===== src/rtl/pwr_seq_pkg.sv =====
package pwr_seq_pkg;

  localparam int NUM_STAGES = 4;
  localparam int STATE_W    = 3;

  typedef enum logic [STATE_W-1:0] {
    ST_IDLE   = 3'd0,
    ST_POR    = 3'd1,
    ST_DLY_B  = 3'd2,
    ST_DLY_C  = 3'd3,
    ST_DLY_D  = 3'd4,
    ST_ALL_UP = 3'd5
  } seq_state_e;

endpackage


===== src/rtl/pwr_seq_sync.sv =====
module pwr_seq_sync #(
  parameter int W = 5
) (
  input  logic         clk,
  input  logic         rst,
  input  logic [W-1:0] async_i,
  output logic [W-1:0] sync_o
);

  for (genvar g = 0; g < W; g++) begin : g_bit
    logic meta_q;
    logic stab_q;
    always_ff @(posedge clk) begin
      if (rst) begin
        meta_q <= 1'b0;
        stab_q <= 1'b0;
      end else begin
        meta_q <= async_i[g];
        stab_q <= meta_q;
      end
    end
    assign sync_o[g] = stab_q;
  end

endmodule


===== src/rtl/pwr_seq_window.sv =====
module pwr_seq_window (
  input  logic clk,
  input  logic rst,
  input  logic lock_ok_s,
  input  logic uv_hi_s,
  input  logic uv_lo_s,
  input  logic ov_hi_s,
  input  logic ov_lo_s,
  output logic win_o
);

  logic uv_ok_q;
  logic ov_flt_q;

  // UV: drop below low threshold wins; entry needs the high threshold.
  always_ff @(posedge clk) begin
    if (rst || !lock_ok_s) begin
      uv_ok_q <= 1'b0;
    end else if (!uv_lo_s) begin
      uv_ok_q <= 1'b0;
    end else if (uv_hi_s) begin
      uv_ok_q <= 1'b1;
    end
  end

  // OV: crossing the high threshold wins; clearing needs the low threshold.
  always_ff @(posedge clk) begin
    if (rst || !lock_ok_s) begin
      ov_flt_q <= 1'b0;
    end else if (ov_hi_s) begin
      ov_flt_q <= 1'b1;
    end else if (!ov_lo_s) begin
      ov_flt_q <= 1'b0;
    end
  end

  assign win_o = lock_ok_s && uv_ok_q && !ov_flt_q;

endmodule


===== src/rtl/pwr_seq_timebase.sv =====
module pwr_seq_timebase #(
  parameter int DIV_W   = 12,
  parameter int PER_W   = 8,
  parameter int PERIODS = 255
) (
  input  logic             clk,
  input  logic             rst,
  input  logic             run_i,
  input  logic [DIV_W-1:0] half_i,
  output logic             done_o
);

  localparam logic [PER_W-1:0] LAST_PER = PER_W'(PERIODS - 1);

  logic [DIV_W-1:0] div_q;
  logic [DIV_W-1:0] half_eff;
  logic             phase_q;   // 0 = charge half, 1 = discharge half
  logic [PER_W-1:0] per_q;
  logic             half_end;

  always_comb begin
    half_eff = (half_i == '0) ? DIV_W'(1) : half_i;
  end

  assign half_end = (div_q == half_eff - DIV_W'(1));
  assign done_o   = run_i && half_end && phase_q && (per_q == LAST_PER);

  always_ff @(posedge clk) begin
    if (rst || !run_i || done_o) begin
      div_q   <= '0;
      phase_q <= 1'b0;
      per_q   <= '0;
    end else if (half_end) begin
      div_q   <= '0;
      phase_q <= ~phase_q;
      if (phase_q) begin
        per_q <= per_q + PER_W'(1);
      end
    end else begin
      div_q <= div_q + DIV_W'(1);
    end
  end

endmodule


===== src/rtl/pwr_seq_ctrl.sv =====
module pwr_seq_ctrl
  import pwr_seq_pkg::*;
#(
  parameter int POR_W   = 16,
  parameter int DIV_W   = 12,
  parameter int PER_W   = 8,
  parameter int PERIODS = 255
) (
  input  logic                  clk,
  input  logic                  rst,
  input  logic                  lockout_ok_i,
  input  logic                  uv_hi_i,
  input  logic                  uv_lo_i,
  input  logic                  ov_hi_i,
  input  logic                  ov_lo_i,
  input  logic [POR_W-1:0]      cfg_por_i,
  input  logic [DIV_W-1:0]      cfg_half_b_i,
  input  logic [DIV_W-1:0]      cfg_half_c_i,
  input  logic [DIV_W-1:0]      cfg_half_d_i,
  input  logic                  fault_clr_i,
  output logic [NUM_STAGES-1:0] en_pull_low_o,
  output logic [STATE_W-1:0]    state_o,
  output logic                  fault_o
);

  localparam int POR_CW = POR_W + 1;
  localparam int N_DLY  = NUM_STAGES - 1;

  // ---------------- input synchronization ----------------
  logic [4:0] flags_s;
  logic       lock_s, uv_hi_s, uv_lo_s, ov_hi_s, ov_lo_s;

  pwr_seq_sync #(.W(5)) u_sync (
    .clk     (clk),
    .rst     (rst),
    .async_i ({ov_lo_i, ov_hi_i, uv_lo_i, uv_hi_i, lockout_ok_i}),
    .sync_o  (flags_s)
  );

  assign {ov_lo_s, ov_hi_s, uv_lo_s, uv_hi_s, lock_s} = flags_s;

  // ---------------- window qualification ----------------
  logic win;

  pwr_seq_window u_window (
    .clk       (clk),
    .rst       (rst),
    .lock_ok_s (lock_s),
    .uv_hi_s   (uv_hi_s),
    .uv_lo_s   (uv_lo_s),
    .ov_hi_s   (ov_hi_s),
    .ov_lo_s   (ov_lo_s),
    .win_o     (win)
  );

  // ---------------- configuration snapshot ----------------
  seq_state_e       st_q, st_d;
  logic [POR_W-1:0] por_q;
  logic [DIV_W-1:0] half_q [N_DLY];

  always_ff @(posedge clk) begin
    if (rst) begin
      por_q <= '0;
      for (int i = 0; i < N_DLY; i++) half_q[i] <= '0;
    end else if (st_q == ST_IDLE) begin
      por_q     <= cfg_por_i;
      half_q[0] <= cfg_half_b_i;
      half_q[1] <= cfg_half_c_i;
      half_q[2] <= cfg_half_d_i;
    end
  end

  // ---------------- power-on wait counter ----------------
  logic [POR_W-1:0] por_cnt_q;
  logic             por_done;

  always_ff @(posedge clk) begin
    if (rst || !(st_q == ST_POR && win)) begin
      por_cnt_q <= '0;
    end else begin
      por_cnt_q <= por_cnt_q + POR_W'(1);
    end
  end

  assign por_done = (st_q == ST_POR) &&
                    (({1'b0, por_cnt_q} + POR_CW'(1)) >= {1'b0, por_q});

  // ---------------- shared inter-stage timebase ----------------
  logic             tb_run;
  logic             tb_done;
  logic [DIV_W-1:0] tb_half;

  always_comb begin
    tb_run  = 1'b0;
    tb_half = half_q[0];
    unique case (st_q)
      ST_DLY_B: begin tb_run = win; tb_half = half_q[0]; end
      ST_DLY_C: begin tb_run = win; tb_half = half_q[1]; end
      ST_DLY_D: begin tb_run = win; tb_half = half_q[2]; end
      default:  ;
    endcase
  end

  pwr_seq_timebase #(
    .DIV_W   (DIV_W),
    .PER_W   (PER_W),
    .PERIODS (PERIODS)
  ) u_timebase (
    .clk    (clk),
    .rst    (rst),
    .run_i  (tb_run),
    .half_i (tb_half),
    .done_o (tb_done)
  );

  // ---------------- sequencer ----------------
  always_comb begin
    st_d = st_q;
    if (!win) begin
      st_d = ST_IDLE;
    end else begin
      unique case (st_q)
        ST_IDLE:   st_d = ST_POR;
        ST_POR:    if (por_done) st_d = ST_DLY_B;
        ST_DLY_B:  if (tb_done)  st_d = ST_DLY_C;
        ST_DLY_C:  if (tb_done)  st_d = ST_DLY_D;
        ST_DLY_D:  if (tb_done)  st_d = ST_ALL_UP;
        ST_ALL_UP: st_d = ST_ALL_UP;
        default:   st_d = ST_IDLE;
      endcase
    end
  end

  always_ff @(posedge clk) begin
    if (rst) st_q <= ST_IDLE;
    else     st_q <= st_d;
  end

  assign state_o = st_q;

  // ---------------- enable outputs ----------------
  // Stage i counts as up once the sequencer has moved past its wait.
  for (genvar i = 0; i < NUM_STAGES; i++) begin : g_en
    assign en_pull_low_o[i] = ~(win && (st_q >= STATE_W'(i + 2)));
  end

  // ---------------- sticky fault ----------------
  logic win_d_q;
  logic fault_q;

  always_ff @(posedge clk) begin
    if (rst) begin
      win_d_q <= 1'b0;
      fault_q <= 1'b0;
    end else begin
      win_d_q <= win;
      if (win_d_q && !win)  fault_q <= 1'b1;
      else if (fault_clr_i) fault_q <= 1'b0;
    end
  end

  assign fault_o = fault_q;

endmodule


===== config.mk =====
export PLATFORM = sky130hd
export DESIGN_NAME = pwr_seq_ctrl
export DESIGN_NICKNAME = d
export VERILOG_FILES = /design/src/rtl/pwr_seq_pkg.sv /design/src/rtl/pwr_seq_sync.sv /design/src/rtl/pwr_seq_window.sv /design/src/rtl/pwr_seq_timebase.sv /design/src/rtl/pwr_seq_ctrl.sv
export SDC_FILE = /design/constraint.sdc
export NUM_CORES = 1
export LEC_CHECK = 0
export ABC_AREA = 1
export ABC_CLOCK_PERIOD_IN_PS = 4500
export CAP_MARGIN = 20
export CORE_ASPECT_RATIO = 2
export CORE_MARGIN = 2
export CORE_UTILIZATION = 40
export CTS_CLUSTER_DIAMETER = 200
export DETAILED_ROUTE_END_ITERATION = 6
export DONT_BUFFER_PORTS = 1
export PLACE_DENSITY = 0.58
export SETUP_SLACK_MARGIN = 0.15
export SYNTH_ARGS = -nofsm -noshare
export SYNTH_HDL_FRONTEND = slang
export SYNTH_HIERARCHICAL = 1
export SYNTH_SLANG_ARGS = --single-unit

===== constraint.sdc =====
create_clock -name clk -period 4.5 [get_ports clk]
set_clock_uncertainty 0.1 [all_clocks]
set_input_delay 0.45 -clock clk [delete_from_list [all_inputs] [get_ports clk]]
set_output_delay 0.45 -clock clk [all_outputs]
set_load 0.02 [all_outputs]

==> impl_results.md <==
* Worst slew pin tran at 636 ps
* Clock Tree Buf Depth at 2
* Status: completed
* Layout cell share with drive strength beyond 1 at 11.1%
* Slew Viols, Final at 0
* Congestion Overflow GR at 0
* DRC violations left at 0
* Part of the Yosys area used for sequential elements at 43.1%
* Area share of the largest cell type after synthesis at 24.3%
* Die area at 15400 um2
* Count leader, synth: inv_1
* CP Launch Type: register
* WL/cell at 12.1 um
* Largest family of logic cells by synthesized area: simple AND/OR/NAND/NOR gates
* EDFF count, synth at 36
* Vias in the first global route at 4181
* Width of the die at 88.8 um
* GRT Util Overall at 15.9%
* Biggest cell delay along the critical path at 390 ps
* Initial antenna violation count at 0
* Number of cells produced by synthesis at 761
* Post-Synth Adder-Cell Area at 4.56%
* Distinct cell type count after synthesis at 43
* CTS tree: yes
* CP Class: register to register
* Syn Nets at 842
* Dominant cell type by area after synthesis: dfxtp_1
* Area of the multi-input gates at 2610 um2
* PortBufs at 0
* Cts bufs inserted at 9
* Max Cap Viol at 0
* Initial DRC Count at 187
* Worst skew pair latency at 340 ps
* Clock sink count at 106
* Detailed Place HPWL at 8.77 mm
* # rows at 62
* Crit path DAT at 4110 ps
* Unrepaired setup endpoints after global routing: no
* Drt first pass iters at 4
* Fin. Hold Viols at 0
* HP Class: primary input to register
* Worst vdd ir at 0.174 mV
* Global-route wire length before repair at 19.7 mm
* Clock slew at reported path FFs at 70 ps
* Most numerous cell on the critical path: nand2_1
* Inserted Diodes at 0
* Fmax at 252 MHz
* Starting Density at 40.6%
* CP endpoint kind: register
* Register-to-register path setup slack at 520 ps
* Register area at 2490 um2
* Tot Pwr at 2.02 mW
* Synthesis-to-layout area growth at 10.7%
* Commonest cells in the netlist: 155 x inv_1, 136 x nand2_1, 129 x nor2_1, 70 x dfxtp_1, 51 x nand3_1
* Worst rel slew slack at 57.1%
* Via density at 4.64
* Synth Register Bits at 106
* FILL cells at 1461
* Routed WL at 11.6 mm
* PwrDens at 317 nW/um2
* Post-DRT Antenna Nets at 0
* Setup TNS at 0 ps
* Die height at 174 um
* Xor/xnor share of the synthesized area at 5.00%
* Synth Area in Compound Gates at 4.76%
* CTS root buffer: clkbuf_16
* Ys async rst share at 0%
* Final min period at 3980 ps
* Largest net degree at the start of global routing at 53
* Hold Buf Count CTS at 0
* CP max-delay cell: dfxtp_4
* Synth Area in Simple Gates at 30.2%
* Netlist Area Pre-Place at 5760 um2
* Crit path max fanout at 8
* Synth Warn # at 6
* Fin nets at 845
* Crit share post-route at 88.3%
* Mux cell area share after synthesis at 0%
* LEAKAGE at 2.98 nW
* Syn avg cell area at 7.57 um2
* GPL Wtd Cong at 0.945
* Via count at 4461
* H-tree depth at 3
* WP data required at 4640 ps
* Final setup viols at 0
* Top cells by area, synth: dfxtp_1 24%, edfxtp_1 19%, inv_1 10%
* Top FF cell, synth: dfxtp_1
* Ports at 68
* Core footprint at 14200 um2
-- where the power goes --
| group | total (mW) | switching (mW) | internal (mW) | leakage (nW) |
|---|---|---|---|---|
| clock | 0.853 | 0.360 | 0.493 | 0.158 |
| combinational | 0.145 | 0.0941 | 0.0504 | 1.83 |
| sequential | 1.02 | 0.00784 | 1.01 | 0.989 |
-- final timing paths --
kind | cells past startpoint | to | from
setup / recovery | 28 | state_o[1]$_SDFFE_PP0P_ | state_o[0]$_SDFFE_PP0P_
hold / removal | 1 | u_sync/g_bit[4].meta_q$_SDFF_PP0_ | rst
setup reg to reg | 28 | state_o[1]$_SDFFE_PP0P_ | state_o[0]$_SDFFE_PP0P_
hold reg to reg | 2 | u_sync/g_bit[1].stab_q$_SDFF_PP0_ | u_sync/g_bit[1].meta_q$_SDFF_PP0_
-- logic make-up after synthesis --
logic type | after synthesis
xor gates and xnor gates | 32
adders and majority gates | 21
and+or+nand+nor | 378
buffers and inverters | 179
AOI/OAI and AO/OA | 45
DFF | 106
-- routing by layer --
metal / vias up / GRT usage (%) / part of all wire (%)
met5: - / 0 / 0
met3: 12 / 3.05 / 3.9
met1: 1991 / 23.5 / 49
li1: 2348 / - / -
met2: 110 / 23.4 / 46
met4: 0 / 4.36 / 1.6
-- cell usage in the layout (no fill, tap or decap), types with 3 or more instances in the layout --
cell type,instances
xnor2_1,4
inv_2,6
o21ai_0,5
nand2_4,6
a21oi_1,14
inv_1,153
nand3_1,45
edfxtp_1,36
nor2_1,129
nor2_4,7
nor2_2,14
nand3_2,7
xor2_1,27
clkbuf_16,9
ha_1,21
nor3_1,7
buf_4,7
inv_6,3
nand2_1,134
nand4_1,12
nand2_2,3
o22ai_1,16
nor4_1,3
dfxtp_1,67
-- metrics by stage --
step / hold WS (ps) / area [um2] / setup slack [ps] / utilization [%] / cells
finish: 71.9 / 6380 / 525 / 44.9 / 961
global route: 54.4 / 6380 / 120 / 44.9 / 961
CTS: 58.0 / 6260 / 352 / 44.1 / 955
detailed placement: 295 / 5940 / 372 / 41.8 / 939
global placement: 291 / 5940 / 415 / 41.8 / 939
floorplan: 288 / 5760 / 666 / - / 761
-- critical path, delay by kind of cell, from the launching register on --
kind | cells | cell delay (ps)
XOR/XNOR | 1 | 220
buffers and inverters | 5 | 580
flip-flops | 1 | 390
AND/OR/NAND/NOR | 19 | 1980
AO/OA/AOI/OAI | 2 | 250
adder cells (fa/ha/maj) | 1 | 320
-- state kept, by name, indices dropped and copies added (netlist names) --
register             count
u_window/uv_ok_q         1
por_cnt_q               16
por_q                   16
u_sync/g_bit.meta_q      5
state_o                  3
u_sync/g_bit.stab_q      5
fault_o                  1
win_d_q                  1
u_timebase/div_q        12
u_window/ov_flt_q        1
u_timebase/phase_q       1
half_q                  36
u_timebase/per_q         8
-- timing repair --
item / 4_1_cts / 5_1_grt
gates resized for setup: 0 / 15
hold endpoints to repair: 0 / 0
buffers inserted: 0 / 5
setup endpoints to repair: 0 / 20
-- cell type report --
| class | count | share of cell area, % |
|---|---|---|
| Inverter | 160 | 9.48 |
| Clock buffer | 9 | 3.53 |
| Clock inverter | 7 | 1.55 |
| Sequential cell | 106 | 39.1 |
| Timing Repair Buffer | 11 | 1.71 |
| Multi-Input combinational cell | 476 | 40.9 |
| Tap cell | 192 | 3.77 |
No activity file was read; power rests on OpenSTA's default activity.
